File: config.mk
export PLATFORM = sky130hd
export DESIGN_NAME = fifo_unloader
export DESIGN_NICKNAME = d
export VERILOG_FILES = /design/src/rtl/fu_pkg.sv /design/src/rtl/fu_addr_seq.sv /design/src/rtl/fu_rd_pipe.sv /design/src/rtl/fifo_unloader.sv
export SDC_FILE = /design/constraint.sdc
export NUM_CORES = 1
export LEC_CHECK = 0
export ABC_AREA = 0
export BUFFER_PORTS_ARGS = -buffer_cell sky130_fd_sc_hd__buf_2
export CAP_MARGIN = 10
export CORE_UTILIZATION = 44
export CTS_CLUSTER_DIAMETER = 120
export CTS_CLUSTER_SIZE = 10
export DETAILED_ROUTE_END_ITERATION = 8
export GPL_TIMING_DRIVEN = 1
export PLACE_DENSITY = 0.69
export REMOVE_ABC_BUFFERS = 1
export SLEW_MARGIN = 20
export SYNTH_ARGS = -nofsm -noshare
export SYNTH_HDL_FRONTEND = slang
export SYNTH_HIERARCHICAL = 1
export SYNTH_SLANG_ARGS = --single-unit
File: constraint.sdc
create_clock -name clk -period 2.9 [get_ports clk]
set_input_delay 0.435 -clock clk [delete_from_list [all_inputs] [get_ports clk]]
set_output_delay 0.435 -clock clk [all_outputs]
set_load 0.05 [all_outputs]
File: src/rtl/fu_pkg.sv
package fu_pkg;
   typedef enum logic [2:0] {
      ST_IDLE,
      ST_CLR,
      ST_GATE,
      ST_READ,
      ST_WAIT,
      ST_HI,
      ST_LO,
      ST_DONE
   } fu_state_e;
endpackage

File: src/rtl/fu_addr_seq.sv
module fu_addr_seq #(
   parameter int PAGE_AW   = 16,
   parameter int BURST_LEN = 64
) (
   input  logic               clk,
   input  logic               rst_n,
   input  logic               load_i,
   input  logic               cds_i,
   input  logic               step_i,
   output logic [PAGE_AW+1:0] addr_o,
   output logic               burst_end_o,
   output logic               last_o
);
   localparam int BURST_AW = $clog2(BURST_LEN);

   logic [PAGE_AW-1:0] pix_q;
   logic               page_q;
   logic               region_q;
   logic               pix_wrap;

   assign pix_wrap = &pix_q;

   always_ff @(posedge clk or negedge rst_n) begin
      if (!rst_n) begin
         pix_q    <= '0;
         page_q   <= 1'b0;
         region_q <= 1'b0;
      end else if (load_i) begin
         pix_q    <= '0;
         page_q   <= 1'b0;
         region_q <= ~cds_i;
      end else if (step_i) begin
         if (pix_wrap) begin
            pix_q <= '0;
            if (page_q) begin
               page_q   <= 1'b0;
               region_q <= 1'b1;
            end else begin
               page_q <= 1'b1;
            end
         end else begin
            pix_q <= pix_q + 1'b1;
         end
      end
   end

   assign addr_o      = {region_q, page_q, pix_q};
   assign burst_end_o = &pix_q[BURST_AW-1:0];
   assign last_o      = region_q & page_q & pix_wrap;
endmodule

File: src/rtl/fu_rd_pipe.sv
module fu_rd_pipe #(
   parameter int LAT = 1
) (
   input  logic clk,
   input  logic rst_n,
   input  logic rd_i,
   output logic vld_o
);
   generate
      if (LAT == 1) begin : g_single
         logic v_q;
         always_ff @(posedge clk or negedge rst_n) begin
            if (!rst_n) v_q <= 1'b0;
            else        v_q <= rd_i;
         end
         assign vld_o = v_q;
      end else begin : g_chain
         logic [LAT-1:0] v_q;
         always_ff @(posedge clk or negedge rst_n) begin
            if (!rst_n) v_q <= '0;
            else        v_q <= {v_q[LAT-2:0], rd_i};
         end
         assign vld_o = v_q[LAT-1];
      end
   endgenerate
endmodule

File: src/rtl/fifo_unloader.sv
module fifo_unloader
   import fu_pkg::*;
#(
   parameter int PIX_W           = 32,
   parameter int BURST_LEN       = 64,
   parameter int BURSTS_PER_PAGE = 1024,
   parameter int RD_LAT          = 1,
   localparam int HALF_W  = PIX_W / 2,
   localparam int PAGE_AW = $clog2(BURST_LEN * BURSTS_PER_PAGE),
   localparam int ADDR_W  = PAGE_AW + 2
) (
   input  logic              clk,
   input  logic              rst_n,
   input  logic              start_i,
   input  logic              cds_i,
   output logic              mem_rd_o,
   output logic [ADDR_W-1:0] mem_addr_o,
   input  logic [PIX_W-1:0]  mem_data_i,
   output logic              fifo_clr_o,
   output logic              fifo_we_o,
   output logic [HALF_W-1:0] fifo_data_o,
   input  logic              fifo_hf_i,
   output logic              done_o
);
   generate
      if (PIX_W % 2 != 0) begin : g_bad_width
         $error("PIX_W must be even");
      end
      if (BURST_LEN < 2 || (BURST_LEN & (BURST_LEN - 1)) != 0) begin : g_bad_burst
         $error("BURST_LEN must be a power of two of at least 2");
      end
      if (BURSTS_PER_PAGE < 1 || (BURSTS_PER_PAGE & (BURSTS_PER_PAGE - 1)) != 0) begin : g_bad_bpp
         $error("BURSTS_PER_PAGE must be a power of two");
      end
      if (RD_LAT < 1) begin : g_bad_lat
         $error("RD_LAT must be at least 1");
      end
   endgenerate

   fu_state_e        state_q, state_d;
   logic [PIX_W-1:0] hold_q;
   logic             load, step, data_vld;
   logic             burst_end, last;

   fu_addr_seq #(
      .PAGE_AW   (PAGE_AW),
      .BURST_LEN (BURST_LEN)
   ) u_seq (
      .clk         (clk),
      .rst_n       (rst_n),
      .load_i      (load),
      .cds_i       (cds_i),
      .step_i      (step),
      .addr_o      (mem_addr_o),
      .burst_end_o (burst_end),
      .last_o      (last)
   );

   fu_rd_pipe #(
      .LAT (RD_LAT)
   ) u_pipe (
      .clk   (clk),
      .rst_n (rst_n),
      .rd_i  (mem_rd_o),
      .vld_o (data_vld)
   );

   always_comb begin
      state_d = state_q;
      unique case (state_q)
         ST_IDLE: if (start_i)    state_d = ST_CLR;
         ST_CLR:                  state_d = ST_GATE;
         ST_GATE: if (!fifo_hf_i) state_d = ST_READ;
         ST_READ:                 state_d = ST_WAIT;
         ST_WAIT: if (data_vld)   state_d = ST_HI;
         ST_HI:                   state_d = ST_LO;
         ST_LO: begin
            if (last)           state_d = ST_DONE;
            else if (burst_end) state_d = ST_GATE;
            else                state_d = ST_READ;
         end
         ST_DONE:                 state_d = ST_IDLE;
         default:                 state_d = ST_IDLE;
      endcase
   end

   always_ff @(posedge clk or negedge rst_n) begin
      if (!rst_n) begin
         state_q <= ST_IDLE;
         hold_q  <= '0;
      end else begin
         state_q <= state_d;
         if (state_q == ST_WAIT && data_vld) hold_q <= mem_data_i;
      end
   end

   assign load        = (state_q == ST_IDLE) && start_i;
   assign step        = (state_q == ST_LO);
   assign mem_rd_o    = (state_q == ST_READ);
   assign fifo_clr_o  = (state_q == ST_CLR);
   assign fifo_we_o   = (state_q == ST_HI) || (state_q == ST_LO);
   assign fifo_data_o = (state_q == ST_HI) ? hold_q[PIX_W-1:HALF_W] : hold_q[HALF_W-1:0];
   assign done_o      = (state_q == ST_DONE);
endmodule

==> results of run 1 <==
[registers in the layout, summed over array words and instances (netlist names)]
name / cells
hold_q: 32
u_seq/pix_q: 16
state_q: 3
u_pipe/vld_o: 1
u_seq/page_q: 1
u_seq/region_q: 1
[final cells by class]
class                           instances  area [um2]
Clock inverter                          2        37.5
Fill cell                             532        2710
Sequential cell                        54        1350
Inverter                                2        7.51
Timing Repair Buffer                   76         385
Tap cell                               75        93.8
Clock buffer                            6        72.6
Multi-Input combinational cell        146        1260
[worst paths after layout]
kind	start	endpoint	slack (ns)	cells after the start
worst max-delay path	state_q[0]$_DFFE_PN0P_	u_seq/pix_q[15]$_DFFE_PN0P_	0.48	7
worst min-delay path	rst_n	hold_q[20]$_DFFE_PN0P_	0.24	1
worst max register to register	state_q[0]$_DFFE_PN0P_	u_seq/pix_q[15]$_DFFE_PN0P_	0.48	7
worst min register to register	hold_q[18]$_DFFE_PN0P_	hold_q[18]$_DFFE_PN0P_	0.49	1
max in group asynchronous	rst_n	u_seq/pix_q[4]$_DFFE_PN0P_	1.93	2
min in group clk	cds_i	u_seq/region_q$_DFFE_PN0P_	0.31	2
[synthesized netlist by cell type (2+ instances only)]
cell type,number
xor2_1,4
o21ai_0,2
nor2_1,17
buf_2,5
xnor2_1,9
nand4_1,6
buf_4,5
nand3_1,4
nor4_1,3
dfrtp_1,54
mux2_1,30
inv_1,2
nand2_1,7
and2_1,2
nand3b_1,2
a21oi_1,3
nor2b_1,2
mux2_4,9
o2111ai_1,2
nor3_1,5
ha_1,5
nand2b_1,3
mux2_2,10
mux2i_1,3
[power by group through the flow]
| stage | Combinational (mW) | Sequential (mW) | Clock [mW] |
|---|---|---|---|
| after floorplan | 1.27 | 1.34 | 0 |
| after global placement | 1.69 | 1.25 | 0 |
| after detailed placement | 1.71 | 1.27 | 0 |
| after CTS | 1.71 | 1.25 | 0.514 |
| after global routing | 1.81 | 1.29 | 0.544 |
| final | 1.69 | 1.25 | 0.492 |
[logic make-up (layout without fill, tap and decap cells)]
logic type	after synthesis	after routing
buffers and inverters	13	86
AO/OA/AOI/OAI	15	15
AND/OR/NAND/NOR	61	61
XOR/XNOR	13	13
adder cells (fa/ha/maj)	5	5
flip-flops	54	54
multiplexers	52	52
[per-layer routing]
metal	vias to the layer above	track usage, %	routed length (um)
li1	901	-	-
met1	910	20.9	2260
met2	75	27.8	2330
met3	5	3.41	331
met4	0	5.89	34
met5	-	0	0
[through the flow]
step | utilization, % | power, mW
5_1_grt | 54.2 | 3.65
3_3_place_gp | 52.3 | 2.94
2_1_floorplan | - | 2.62
4_1_cts | 54.2 | 3.48
3_5_place_dp | 52.3 | 2.97
6_report | 54.2 | 3.43
==> results.toml, run 1 <==
[worst_setup_path]
cp_slowest_stage_delay_ns = 0.52
crit_chain = "inv_1, ha_1, and2_1, o211ai_2, or4_4, or3_1, a21oi_2"
worstPathArrival_ns = 2.64
cp-start-kind = "flop"
critPathMaxFanout = 11
slowest_stage = "or4_4"
endpoint_kind = "flop"
path_class = "reg2reg"
crit_family = "simple AND/OR/NAND/NOR gates"
worst-path-buf-inv = 1
cp.required_ns = 3.13

[logic_synthesis]
synth_top_family_by_area = "multiplexers"
synth_area_leaders = "dfrtp_1 (50%), mux2_1 (13%), mux2_4 (5.0%)"
ys_ff_latch = 54
synth_flop_cell = "dfrtp_1"
yosys-mux-area-fraction_pct = 22.9
synth.largest_area_cell = "dfrtp_1"
synth_top_cell_area_share_pct = 50.2
synth-edff-count = 0
synth-xor-area-share_pct = 4.23
synthSimpleGateAreaFrac_pct = 12.8
async_reset_ff_share_pct = 100
ys_warn_count = 6
ys_seq_area_share_pct = 50.2
synthAdderAreaFrac_pct = 2.32
syn-cell-area_um2 = 2690
netlist_instances = 213
ys_types = 43
syn_avg_cell_area_um2 = 12.6
synth_compound_gate_area_share_pct = 4.56

[routing]
postRouteAntennaNets = 0
viasPerCell = 5.24
dr.pass1.iters = 4
drt_iter0_drc = 52
drt-total-wl_mm = 4.95
dr_total_vias = 1891
route.detailed.drc = 0
wl_per_cell_um = 13.7

[timing]
hold_viol = 0
rsz0062_at_grt = "false"
fmax_mhz = 414
slew_viol_final = 0
final.setup.worst_slack_ns = 0.485
holdWs_ns = 0.236
fin_crit_ns = 2.42
maxSlewHeadroom_pct = 42.6
finalCritPeriodShare_pct = 83.3
setup_viol = 0
tns_ns = 0
fin_skew_ns = 0.00499
worst_pin_slew_ns = 0.861

[clock_tree]
cts_sinks = 54
cts_tree = "done"
clkTransAtPathRegs_ns = 0.09
cts_root_buffer = "clkbuf_8"
cts_made_buffers = 5
cts_setup_buffers = 0
htreeDepth = 2
clockBufferDepth = 2
clk_latency_ns = 0.30
cts_resized = 0
cts_hold_buf = 0

[place]
preCtsSetupSlack_ns = 0.525
dp_cells = 353
dp_hpwl_mm = 3.58
placed_cell_area_um2 = 3100
gp_congestion = 0.782
io_buffers = 74

[power]
clock_power_share_pct = 14.4
seq_power_share_pct = 36.4
p_leak_nw = 1.54
ir_drop_v = 0.000629
p_comb_share_pct = 49.3
p_int_mw = 1.90
netSwitchingFraction_pct = 44.7
powerDensity_nw_per_um2 = 1070
p_switching_mw = 1.53

[floorplan]
coreArea_um2 = 5920
die_x_um = 80.2
die-area_um2 = 6430
ios = 75
core.rowCount = 28
initial_utilization_pct = 45.5
die_h_um = 80.2

[job]
max_cap_violations = 0

[layout]
final_common_cell = "buf_2"
area_delta_synth_final_pct = 19.2
nets = 327
stdcell_area_um2 = 3210
num_antenna_cells = 0
drive_gt1_share_pct = 39.2
final_cells = 361
mostFrequentLayoutCells = "buf_2 (74), dfrtp_1 (54), mux2_1 (30)"

[global_route]
grt_pass1_wl_mm = 8.22
grt_pass1_vias = 1855
antenna_found_initial = 0
overflow = 0
grt_max_degree = 41
grt_usage_pct = 16.5

[worst_hold_path]
hold_class = "in2async"

[run_status]
outcome = "finished, final reports clean"
Power figures use the tool's default switching activity.
==> run 2, diff against run 1 <==
Settings changed: PLACE_DENSITY 0.69 to 0.72.
Clock period 2.9 ns to 2.2 ns, I/O delays scaled along.
==> results.toml, run 2 (same netlist as run 1, synthesis figures left out) <==
[power]
ir_drop_v = 0.000707
p_leak_nw = 1.59
power.total_mw = 4.72
powerDensity_nw_per_um2 = 1410

[place]
preCtsSetupSlack_ns = 0.0708
dp_hpwl_mm = 3.94
placed_cell_area_um2 = 3170
dp_cells = 360
gp_congestion = 0.784
io_buffers = 74

[clock_tree]
cts_tree = "done"
htreeDepth = 2
cts_made_buffers = 5
cts_hold_buf = 0
clk_latency_ns = 0.31
cts_root_buffer = "clkbuf_8"
clockBufferDepth = 2
clkTransAtPathRegs_ns = 0.11
cts_sinks = 54

[worst_setup_path]
critPathMaxFanout = 17
cp.required_ns = 1.87
worstPathArrival_ns = 1.86
path_class = "reg2out"
startpoint = "state_q[0]$_DFFE_PN0P_"
timing.rr.start = "state_q[0]$_DFFE_PN0P_"
cp-start-kind = "flop"
endpoint_kind = "primary output"

[layout]
final_util_pct = 56.6
mostFrequentLayoutCells = "buf_2 (74), dfrtp_1 (54), mux2_1 (30)"
nets = 337
fillCellCount = 500
area_delta_synth_final_pct = 24.5
final_common_cell = "buf_2"
regMostFlops = "hold_q"
largestRegisters = "hold_q (32), u_seq/pix_q (16), state_q (3)"
largest_register_ffs = 32
stdcell_area_um2 = 3350
drive_gt1_share_pct = 43.9
num_antenna_cells = 0
final_cells = 371

[global_route]
grt_pass1_wl_mm = 9.03
antenna_found_initial = 0
grt_max_degree = 33
grt_pass1_vias = 1985
grt_usage_pct = 17.9
overflow = 0

[timing]
fin_crit_ns = 2.19
finalCritPeriodShare_pct = 99.6
rsz0062_at_grt = "true"
setup_viol = 0
fin_skew_ns = 0.0121
fmax_mhz = 456
slew_viol_final = 0
maxSlewHeadroom_pct = 57.0
worst_pin_slew_ns = 0.645
final.setup.worst_slack_ns = 0.00824
hold_viol = 0
holdWs_ns = 0.0260
tns_ns = 0

[routing]
postRouteAntennaNets = 0
dr_total_vias = 1959
viasPerCell = 5.28
dr.pass1.iters = 4
drt_iter0_drc = 83
wl_per_cell_um = 14.7
route.detailed.drc = 0
drt-total-wl_mm = 5.47

[floorplan]
coreArea_um2 = 5920
die-area_um2 = 6430
ios = 75
initial_utilization_pct = 45.5
die_x_um = 80.2
core.rowCount = 28
die_h_um = 80.2

[job]
max_cap_violations = 0

[worst_hold_path]
hold_class = "in2async"

[run_status]
outcome = "finished, final reports clean"
run 2: changes by cell type in the layout (fill, tap and decap cells not counted), sizes merged:
cell / delta
clkinv: +1
inv: +1
clkbuf: -1
buf: +10
clkinvlp: -1
run 2: what timing repair did:
| action | 4_1_cts | 5_1_grt |
|---|---|---|
| resized for setup | 2 | 8 |
| pin swaps | 0 | 3 |
| setup buffers | 0 | 3 |
| endpoints found under the setup margin | 16 | 10 |
run 2: power breakdown:
group          internal, mW  switching [mW]  leakage [nW]
clock network         0.346           0.344        0.0587
logic                 0.858            1.53         0.860
registers              1.38           0.265         0.668
run 2: final timing paths:
check | endpoint | slack [ns] | depth (start not counted)
worst max-delay path | fifo_data_o[2] | 0.008 | 5
worst min-delay path | hold_q[4]$_DFFE_PN0P_ | 0.03 | 1
worst max register to register | u_seq/pix_q[15]$_DFFE_PN0P_ | 0.08 | 7
worst min register to register | hold_q[0]$_DFFE_PN0P_ | 0.50 | 1
max in group asynchronous | state_q[1]$_DFFE_PN0P_ | 1.58 | 2
min in group clk | u_seq/region_q$_DFFE_PN0P_ | 0.20 | 2
run 2: worst max-delay path, stage by stage, from the launching register on:
cell and delay (ns):
dfrtp_1 0.43, buf_4 0.15, ha_2 0.23, nand2_8 0.18
mux2_2 0.36, buf_2 0.21
run 2: cell type report:
cell class	instances	area [um2]	area share, %
clock inverters	3	47.5	1.42
flip-flops and latches	54	1350	40.3
repair buffers	86	485	14.5
inverters	2	7.51	0.224
multi-input cells	146	1300	38.7
well taps	75	93.8	2.80
clock buffers	5	68.8	2.05
run 2: per-layer routing:
| layer | GRT usage, % | wire length (um) | vias to the layer above |
|---|---|---|---|
| met4 | 5.18 | 15 | 0 |
| met3 | 4.20 | 300 | 2 |
| li1 | - | - | 922 |
| met5 | 0 | 0 | - |
| met2 | 29.8 | 2650 | 69 |
| met1 | 23.0 | 2510 | 966 |
==> run 3, diff against run 2 <==
Settings changed: SETUP_SLACK_MARGIN from default to 0.1.
==> results.toml, run 3 (same netlist as run 1, synthesis figures left out) <==
[place]
dp_hpwl_mm = 3.94
placed_cell_area_um2 = 3170
io_buffers = 74
gp_congestion = 0.784
dp_cells = 360

[layout]
mostFrequentLayoutCells = "buf_2 (73), dfrtp_1 (54), mux2_1 (30)"
nets = 337
largest_register_ffs = 32
regMostFlops = "hold_q"
stdcell_area_um2 = 3370
area_delta_synth_final_pct = 25.3
fillCellCount = 498
final_util_pct = 57.0
seq_area_um2 = 1350
final_common_cell = "buf_2"
num_antenna_cells = 0
largestRegisters = "hold_q (32), u_seq/pix_q (16), state_q (3)"
drive_gt1_share_pct = 44.3
final_cells = 371
multiInputGateArea_um2 = 1310

[global_route]
grtUsageMet3_pct = 4.32
gr-max-usage-layer = "met2"
antenna_found_initial = 0
overflow = 0
grt_pass1_wl_mm = 9.08
grt_usage_pct = 18.0
met2_usage_pct = 29.7
grt_pass1_vias = 1993
use_met1_pct = 23.3
grt_max_degree = 33

[worst_setup_path]
timing.rr.start = "state_q[0]$_DFFE_PN0P_"
cp-start-kind = "flop"
cp_slowest_stage_delay_ns = 0.54
endpoint_kind = "flop"
path_class = "reg2reg"
worstPathArrival_ns = 2.35
reg2reg_slack_ns = 0.1
crit_chain = "inv_2, ha_2, and3b_2, o211ai_4, or4_4, or3_4, a21oi_2"
startpoint = "state_q[0]$_DFFE_PN0P_"
cp.required_ns = 2.45
critPathMaxFanout = 5
slowest_stage = "or4_4"

[power]
powerDensity_nw_per_um2 = 1410
ir_drop_v = 0.000707
p_comb_share_pct = 50.9
netSwitchingFraction_pct = 45.3
p_leak_nw = 1.59
clock_power_share_pct = 14.5
p_switching_mw = 2.15
seq_power_share_pct = 34.6
p_int_mw = 2.60

[routing]
drt-total-wl_mm = 5.49
dr.pass1.iters = 4
dr_total_vias = 1953
wl_per_cell_um = 14.8
route.detailed.drc = 0
drt_iter0_drc = 74
postRouteAntennaNets = 0
viasPerCell = 5.26

[worst_hold_path]
hold_class = "in2async"

[clock_tree]
cts_tree = "done"
htreeDepth = 2
cts_made_buffers = 5
clk_latency_ns = 0.31
clockBufferDepth = 2
cts_sinks = 54
cts_root_buffer = "clkbuf_8"
clkTransAtPathRegs_ns = 0.11

[timing]
finalCritPeriodShare_pct = 95.5
fmax_mhz = 476
hold_viol = 0
rsz0062_at_grt = "true"
worst_pin_slew_ns = 0.644
slew_viol_final = 0
maxSlewHeadroom_pct = 57.1
setup_viol = 0
fin_crit_ns = 2.10
fin_skew_ns = 0.0120
tns_ns = 0

[floorplan]
core.rowCount = 28
die_x_um = 80.2
die-area_um2 = 6430
coreArea_um2 = 5920
initial_utilization_pct = 45.5
die_h_um = 80.2
ios = 75

[run_status]
outcome = "finished, final reports clean"

[job]
max_cap_violations = 0
run 3: cell counts in the layout (fill, tap and decap cells not counted):
Identical to the previous run, type by type.
run 3: stage by stage:
| stage | worst slack [ns] | hold slack (ns) | total power, mW |
|---|---|---|---|
| 2_1_floorplan | -0.0963 | 0.0344 | 3.45 |
| 3_3_place_gp | 0.153 | 0.385 | 3.93 |
| 3_5_place_dp | 0.0708 | 0.398 | 4.01 |
| 4_1_cts | 0.106 | 0.0462 | 4.75 |
| 5_1_grt | -0.00574 | 0.0676 | 5.02 |
| 6_report | 0.0998 | 0.0263 | 4.74 |
run 3: power groups by stage:
stage | clock (mW) | sequential [mW] | combinational (mW)
3_5_place_dp | 0 | 1.66 | 2.35
4_1_cts | 0.710 | 1.63 | 2.41
3_3_place_gp | 0 | 1.62 | 2.30
6_report | 0.689 | 1.64 | 2.41
5_1_grt | 0.744 | 1.70 | 2.58
2_1_floorplan | 0 | 1.77 | 1.68
run 3: per-layer routing:
| metal | vias to the layer above | wire length (um) |
|---|---|---|
| met5 | - | 0 |
| li1 | 924 | - |
| met1 | 960 | 2500 |
| met4 | 0 | 17 |
| met2 | 67 | 2670 |
| met3 | 2 | 303 |
run 3: worst max-delay path, delay by kind of cell, from the launching register on:
family | cells | cell delay, ns
adder cells (fa/ha/maj) | 1 | 0.18
buffers and inverters | 1 | 0.08
AO/OA/AOI/OAI | 2 | 0.22
flip-flops | 1 | 0.42
AND/OR/NAND/NOR | 3 | 1.14
run 3: worst paths after layout:
check,depth (start not counted),end
worst max-delay path,7,u_seq/pix_q[15]$_DFFE_PN0P_
worst min-delay path,1,hold_q[4]$_DFFE_PN0P_
worst max register to register,7,u_seq/pix_q[15]$_DFFE_PN0P_
worst min register to register,1,hold_q[0]$_DFFE_PN0P_
max in group asynchronous,2,hold_q[16]$_DFFE_PN0P_
min in group clk,2,u_seq/region_q$_DFFE_PN0P_
run 3: area by class of cell:
cell class              count  share of cell area, %
flip-flops and latches     54                   40.1
well taps                  75                   2.78
inverters                   2                  0.223
clock inverters             3                   1.41
multi-input cells         146                   38.8
repair buffers             86                   14.7
clock buffers               5                   2.04
run 3: timing repair:
item,CTS,global route
endpoints found under the setup margin,17,30
hold buffers,0,0
gates resized for setup,4,11
buffers inserted,2,1
pin swaps,0,3
